<file path="config.mk">
export PLATFORM = sky130hd
export DESIGN_NAME = fwp_ctrl
export DESIGN_NICKNAME = d
export VERILOG_FILES = /design/src/rtl/fwp_pkg.sv /design/src/rtl/fwp_cfg_decode.sv /design/src/rtl/fwp_key_lock.sv /design/src/rtl/fwp_page_check.sv /design/src/rtl/fwp_ctrl.sv
export SDC_FILE = /design/constraint.sdc
export NUM_CORES = 1
export LEC_CHECK = 0
export CORE_AREA = 4 4 59 61
export CTS_CLUSTER_DIAMETER = 80
export CTS_CLUSTER_SIZE = 30
export DETAILED_ROUTE_END_ITERATION = 8
export DIE_AREA = 0 0 63 65
export GPL_TIMING_DRIVEN = 0
export HOLD_SLACK_MARGIN = 0.08
export PLACE_DENSITY = 0.75
export SLEW_MARGIN = 20
export SYNTH_ARGS = -nofsm -noshare
export SYNTH_HDL_FRONTEND = slang
export SYNTH_SLANG_ARGS = --single-unit
</file>
<file path="constraint.sdc">
create_clock -name clk_i -period 2.6 [get_ports clk_i]
set_input_delay 0.52 -clock clk_i [delete_from_list [all_inputs] [get_ports clk_i]]
set_output_delay 0.52 -clock clk_i [all_outputs]
set_load 0.02 [all_outputs]
</file>
<file path="src/rtl/fwp_pkg.sv">
package fwp_pkg;
  typedef enum logic [1:0] {
    KS_WAIT_A = 2'd0,
    KS_WAIT_B = 2'd1,
    KS_OPEN   = 2'd2,
    KS_DEAD   = 2'd3
  } key_state_e;
endpackage

</file>
<file path="src/rtl/fwp_cfg_decode.sv">
module fwp_cfg_decode #(
  parameter int CFG_W     = 8,
  parameter int NUM_PAGES = 128,
  localparam int PG_CNT_W = $clog2(NUM_PAGES) + 1
) (
  input  logic                clk_i,
  input  logic                rst_ni,
  input  logic [CFG_W-1:0]    cfg_byte_i,
  input  logic [CFG_W-1:0]    cfg_inv_i,
  input  logic                icp_i,
  output logic [PG_CNT_W-1:0] boot_pages_o,
  output logic                fault_o
);
  logic [CFG_W-1:0] cfg_q, inv_q;
  logic             load_q;

  // reset value: protect everything, consistent pair
  always_ff @(posedge clk_i or negedge rst_ni) begin
    if (!rst_ni) begin
      cfg_q  <= '1;
      inv_q  <= '0;
      load_q <= 1'b1;
    end else begin
      load_q <= 1'b0;
      if (load_q || icp_i) begin
        cfg_q <= cfg_byte_i;
        inv_q <= cfg_inv_i;
      end
    end
  end

  assign fault_o = (cfg_q != ~inv_q);

  always_comb begin
    if (fault_o || (cfg_q >= CFG_W'(NUM_PAGES)))
      boot_pages_o = PG_CNT_W'(NUM_PAGES);
    else
      boot_pages_o = PG_CNT_W'(cfg_q);
  end

  assert_cfg_hold_R5: assert property (@(posedge clk_i) disable iff (!rst_ni)
    (!icp_i && !load_q) |=> ($stable(cfg_q) && $stable(inv_q)));
endmodule

</file>
<file path="src/rtl/fwp_key_lock.sv">
module fwp_key_lock
  import fwp_pkg::*;
#(
  parameter int          KEY_W = 8,
  parameter logic [7:0]  KEY_A = 8'hA5,
  parameter logic [7:0]  KEY_B = 8'h3C
) (
  input  logic             clk_i,
  input  logic             rst_ni,
  input  logic             key_we_i,
  input  logic [KEY_W-1:0] key_i,
  output logic             open_o
);
  key_state_e st_q, st_d;

  always_comb begin
    st_d = st_q;
    if (key_we_i) begin
      unique case (st_q)
        KS_WAIT_A: st_d = (key_i == KEY_W'(KEY_A)) ? KS_WAIT_B : KS_DEAD;
        KS_WAIT_B: st_d = (key_i == KEY_W'(KEY_B)) ? KS_OPEN   : KS_DEAD;
        KS_OPEN:   st_d = KS_OPEN;
        default:   st_d = KS_DEAD;
      endcase
    end
  end

  always_ff @(posedge clk_i or negedge rst_ni) begin
    if (!rst_ni) st_q <= KS_WAIT_A;
    else         st_q <= st_d;
  end

  assign open_o = (st_q == KS_OPEN);

  assert_dead_sticky_R7: assert property (@(posedge clk_i) disable iff (!rst_ni)
    (st_q == KS_DEAD) |=> (st_q == KS_DEAD));
  assert_open_needs_key_R6: assert property (@(posedge clk_i) disable iff (!rst_ni)
    (!open_o && !key_we_i) |=> !open_o);
endmodule

</file>
<file path="src/rtl/fwp_page_check.sv">
module fwp_page_check #(
  parameter int ADDR_W     = 16,
  parameter int FLASH_BASE = 'h8000,
  parameter int PAGE_BYTES = 64,
  parameter int NUM_PAGES  = 128,
  localparam int PG_SHIFT  = $clog2(PAGE_BYTES),
  localparam int PG_IDX_W  = $clog2(NUM_PAGES),
  localparam int PG_CNT_W  = PG_IDX_W + 1
) (
  input  logic [ADDR_W-1:0]   addr_i,
  input  logic [PG_CNT_W-1:0] boot_pages_i,
  output logic                in_range_o,
  output logic                boot_hit_o
);
  localparam int FLASH_BYTES = PAGE_BYTES * NUM_PAGES;
  localparam logic [ADDR_W:0] LO = (ADDR_W+1)'(FLASH_BASE);
  localparam logic [ADDR_W:0] HI = (ADDR_W+1)'(FLASH_BASE + FLASH_BYTES);

  logic [ADDR_W-1:0]   off;
  logic [PG_IDX_W-1:0] page;

  assign in_range_o = ({1'b0, addr_i} >= LO) && ({1'b0, addr_i} < HI);
  assign off        = addr_i - LO[ADDR_W-1:0];
  assign page       = off[PG_SHIFT +: PG_IDX_W];
  assign boot_hit_o = ({1'b0, page} < boot_pages_i);
endmodule

</file>
<file path="src/rtl/fwp_ctrl.sv">
module fwp_ctrl #(
  parameter int ADDR_W     = 16,
  parameter int CFG_W      = 8,
  parameter int FLASH_BASE = 'h8000,
  parameter int PAGE_BYTES = 64,
  parameter int NUM_PAGES  = 128
) (
  input  logic              clk_i,
  input  logic              rst_ni,
  input  logic [CFG_W-1:0]  cfg_byte_i,
  input  logic [CFG_W-1:0]  cfg_inv_i,
  input  logic              icp_mode_i,
  input  logic              key_we_i,
  input  logic [7:0]        key_i,
  input  logic              wr_req_i,
  input  logic [ADDR_W-1:0] wr_addr_i,
  input  logic              err_clr_i,
  output logic              dec_valid_o,
  output logic              grant_o,
  output logic              err_o,
  output logic              cfg_fault_o
);
  localparam int PG_CNT_W = $clog2(NUM_PAGES) + 1;

  logic [PG_CNT_W-1:0] boot_pages;
  logic                unlocked, in_range, boot_hit;
  logic                decide, allow, deny;

  fwp_cfg_decode #(.CFG_W(CFG_W), .NUM_PAGES(NUM_PAGES)) u_cfg (
    .clk_i, .rst_ni,
    .cfg_byte_i, .cfg_inv_i,
    .icp_i        (icp_mode_i),
    .boot_pages_o (boot_pages),
    .fault_o      (cfg_fault_o)
  );

  fwp_key_lock #(.KEY_W(8)) u_key (
    .clk_i, .rst_ni,
    .key_we_i, .key_i,
    .open_o (unlocked)
  );

  fwp_page_check #(
    .ADDR_W(ADDR_W), .FLASH_BASE(FLASH_BASE),
    .PAGE_BYTES(PAGE_BYTES), .NUM_PAGES(NUM_PAGES)
  ) u_pg (
    .addr_i       (wr_addr_i),
    .boot_pages_i (boot_pages),
    .in_range_o   (in_range),
    .boot_hit_o   (boot_hit)
  );

  assign decide = wr_req_i && in_range;
  assign allow  = icp_mode_i || (unlocked && !boot_hit);
  assign deny   = decide && !allow;

  always_ff @(posedge clk_i or negedge rst_ni) begin
    if (!rst_ni) begin
      dec_valid_o <= 1'b0;
      grant_o     <= 1'b0;
      err_o       <= 1'b0;
    end else begin
      dec_valid_o <= decide;
      grant_o     <= decide && allow;
      // set has priority over clear
      if (deny)           err_o <= 1'b1;
      else if (err_clr_i) err_o <= 1'b0;
    end
  end

  assert_grant_valid_R10: assert property (@(posedge clk_i) disable iff (!rst_ni)
    grant_o |-> dec_valid_o);
  assert_below_range_R10: assert property (@(posedge clk_i) disable iff (!rst_ni)
    (wr_req_i && ({1'b0, wr_addr_i} < (ADDR_W+1)'(FLASH_BASE))) |=> !dec_valid_o);
  assert_deny_sets_err_R11: assert property (@(posedge clk_i) disable iff (!rst_ni)
    (dec_valid_o && !grant_o) |-> err_o);
  assert_fault_denies_R4: assert property (@(posedge clk_i) disable iff (!rst_ni)
    (cfg_fault_o && !icp_mode_i && wr_req_i) |=> !grant_o);
  assert_icp_grants_R9: assert property (@(posedge clk_i) disable iff (!rst_ni)
    (icp_mode_i && wr_req_i) |=> (grant_o == dec_valid_o));
endmodule

</file>
==> results.py <==
metrics = {
    "outcome": {
        "status": "finished clean",
    },
    "clocking": {
        "cts_tree": "done",
        "clk_path_buf_depth": 2,
        "clk_pin_slew_ns": 0.12,
        "cts.sinks": 22,
        "clock_latency_ns": 0.31,
        "cts_max_level": 1,
        "postCtsHoldBufs": 0,
        "cts_root_buf": "clkbuf_4",
        "cts_buffers": 3,
    },
    "yosys": {
        "synth_cells": 101,
        "synth_area_leaders": "dfrtp_1, dfstp_2, mux2_2, ha_1, xnor2_1",
        "syn_area_mm2": 0.001219,
        "syn_nets": 157,
        "ys_seq_elements": 22,
        "synth-seq-area-share": 0.4610,
        "yosys.area.top_type": "dfrtp_1",
        "ys_warn_count": 0,
        "synth_cell_types": 26,
        "synth.top_cell.area_share": 0.2669,
        "avgSynthCellArea_um2": 12.07,
    },
    "drt": {
        "num_vias": 942,
        "drt-total-wl_um": 2625,
        "drt-initial-drc-count": 12,
        "ant_nets": 0,
        "wire_per_inst_um": 14.11,
        "remaining_drc_errors": 0,
        "viasPerCell": 5.065,
        "drtPass1Iterations": 4,
    },
    "die": {
        "core_mm2": 0.002978,
        "die_y_um": 65,
        "die_w_um": 63,
        "rows": 20,
        "die_area_mm2": 0.004095,
        "num_io_pins": 50,
        "initial_utilization": 0.4092,
    },
    "cells_and_area": {
        "stdcell_count": 186,
        "nets": 210,
        "diodes": 0,
        "fin_area_mm2": 0.001849,
        "final_layout_size_suffix_gt1_frac": 0.3203,
        "fill_cells": 248,
        "seq_area_um2": 561.8,
        "multi_input_area_um2": 718.2,
        "area_growth_pct": 51.75,
    },
    "critical_path": {
        "worstPathMaxFanout": 6,
        "reg2reg_depth": 10,
        "critPathBufInv": 1,
        "cp_slowest_stage_delay_ns": 0.60,
        "path_cells": "xnor2_2, nor4_4, and3b_1, buf_6, nand2_1, ha_1, a211oi_2, o211ai_1, a311oi_2, o31a_1",
        "path_class": "flip-flop to flip-flop",
        "crit_slowest_cell": "dfstp_2",
        "critical_path_cell_count": 10,
        "critPathCaptureType": "flip-flop",
        "worstPathRequired_ns": 2.85,
        "crit_family": "compound AO/OA/AOI/OAI gates",
        "crit_path_start": "u_cfg.cfg_q[7]$_DFFE_PN1P_",
        "critPathArrivalTime_ns": 2.75,
        "worst_setup_path_start_kind": "flip-flop",
        "r2r_start": "u_cfg.cfg_q[7]$_DFFE_PN1P_",
        "timing.rr.end": "err_o$_DFFE_PN0P_",
        "crit_path_end": "err_o$_DFFE_PN0P_",
        "ff2ff_setup_slack_ns": 0.11,
    },
    "place": {
        "place_area_mm2": 0.001690,
        "place_congestion": 0.7221,
        "place_hpwl_um": 2108,
        "numPortBuffers": 43,
        "place_inst": 177,
    },
    "power_and_ir_drop": {
        "power.total_uw": 887.9,
        "swShare": 0.2870,
        "clkPwrFrac": 0.214,
        "seqPwrFrac": 0.484,
        "p_int_uw": 633.1,
        "p_comb_frac": 0.302,
        "power_density_mw_per_mm2": 480.2,
        "p_sw_uw": 254.8,
        "power_leakage_nw": 0.7416,
        "ir_drop_uv": 287.2,
    },
    "sta": {
        "worst-slew-pin-transition_ns": 0.6261,
        "rsz0062_at_grt": "yes",
        "whs_ns": 0.1470,
        "post-route-period-util": 0.9592,
        "finalSetupViolCount": 0,
        "finalMaxSlewViolations": 0,
        "min_period_ns": 2.494,
        "fin_skew_ns": 0.001972,
        "relSlewSlack": 0.5811,
        "fmaxAchievable_ghz": 0.4010,
        "finalHoldViolations": 0,
    },
    "grt": {
        "grt_use_total": 0.1363,
        "grt_pass1_wl_um": 4340,
        "grt_pass1_vias": 948,
        "antenna_found_initial": 0,
        "grt_max_degree": 23,
        "overflow": 0,
    },
    "worst_hold_path": {
        "hold_class": "input port to async pin",
    },
    "job": {
        "drv_cap": 0,
    },
}
## cell families (layout without fill, tap and decap cells)
| family | count (synthesis) | after routing | share of synthesized area |
|---|---|---|---|
| flip-flops | 22 | 22 | 0.4610 |
| multiplexers | 16 | 16 | 0.1478 |
| AO/OA/AOI/OAI | 12 | 12 | 0.07495 |
| buffers and inverters | 4 | 56 | 0.01643 |
| other | 1 | 1 | 0.003077 |
| XOR/XNOR | 8 | 8 | 0.05750 |
| adder cells (fa/ha/maj) | 10 | 10 | 0.1027 |
| AND/OR/NAND/NOR | 28 | 28 | 0.1366 |
## flip-flops by register name (all words and copies together), names as in the netlist
| name | count |
|---|---|
| dec_valid_o | 1 |
| err_o | 1 |
| grant_o | 1 |
| u_cfg.cfg_q | 8 |
| u_cfg.inv_q | 8 |
| u_cfg.load_q | 1 |
| u_key.st_q | 2 |
## per-layer routing
layer | global-route usage | wire length [µm] | vias up
li1 | - | - | 467
met5 | 0 | 0 | -
met3 | 0.05199 | 159 | 2
met1 | 0.1552 | 1091 | 447
met4 | 0.02479 | 15 | 0
met2 | 0.2437 | 1358 | 26
## power by group through the flow
| stage | clock network (mW) | logic (mW) | registers [mW] |
|---|---|---|---|
| after floorplan | 0 | 0.148 | 0.425 |
| after global placement | 0 | 0.237 | 0.429 |
| after detailed placement | 0 | 0.246 | 0.435 |
| after CTS | 0.200 | 0.254 | 0.427 |
| after global routing | 0.220 | 0.298 | 0.436 |
| final | 0.190 | 0.268 | 0.430 |
## placed cells by master, fill, tap and decap left out, types with 2 or more instances in the layout
cell type        count
buf_4                6
dfrtp_1             13
xnor2_1              4
o41ai_1              3
dfstp_2              9
a31oi_1              2
mux2_2              16
clkbuf_4             3
o211ai_1             2
nor4_4               2
ha_1                 8
nand2b_1             2
nor2_1               5
ha_4                 2
xnor2_2              4
nand2_1             12
inv_1                2
clkdlybuf4s50_1     41
nand2_4              2
## cells in the mapped netlist (all sizes together)
master   number
nand2        14
nand4bb       1
dfstp         9
inv           2
and3b         1
mux2         16
buf           2
nor3          1
nor4          2
a211oi        1
dfrtp        13
xnor2         8
nor3b         1
o31ai         1
nor2          5
o41ai         3
a31oi         2
o21ai         1
ha           10
a311oi        1
nand2b        2
o211ai        2
nand3b        1
conb          1
o31a          1
## worst min path at each step
stage,end,slack (ns),cells past startpoint
final,u_cfg.inv_q[3]$_DFFE_PN0P_,0.15,1
after global routing,u_cfg.inv_q[3]$_DFFE_PN0P_,0.16,1
after CTS,u_cfg.inv_q[6]$_DFFE_PN0P_,0.55,1
after detailed placement,u_cfg.inv_q[6]$_DFFE_PN0P_,0.52,1
after global placement,u_cfg.inv_q[6]$_DFFE_PN0P_,0.51,1
after floorplan,dec_valid_o$_DFF_PN0_,0.22,0
## repair_timing
item                       CTS  global route
setup endpoints to repair    2             3
gates resized for setup      2            14
gates cloned                 0             0
pin swaps                    4            11
setup buffers                1             4
## final cells by class
type	count	share of cell area
flip-flops and latches	22	0.3038
well taps	33	0.02233
inverters	2	0.004060
clock buffers	4	0.01962
repair buffers	48	0.2517
plain buffers	2	0.01015
multi-input cells	75	0.3884
## stage by stage
| stage | TNS (ns) | setup slack, ns | utilization |
|---|---|---|---|
| after detailed placement | -0.2178 | -0.1160 | 0.5676 |
| after global placement | -0.04079 | -0.02551 | 0.5676 |
| after global routing | -0.06959 | -0.04816 | 0.6210 |
| after floorplan | 0 | 0.1642 | - |
| final | 0 | 0.1062 | 0.6210 |
| after CTS | 0 | 0.01566 | 0.5861 |
## worst reg2reg max path: cells and delay by family, from the launching register on
family                     cells  cell delay [ns]
buffers and inverters          1             0.14
adders and majority gates      1             0.18
and+or+nand+nor                3             0.56
AOI/OAI and AO/OA              4             0.88
xor gates and xnor gates       1             0.10
DFF                            1             0.60
Note: power is estimated with default switching activity, not from simulation.
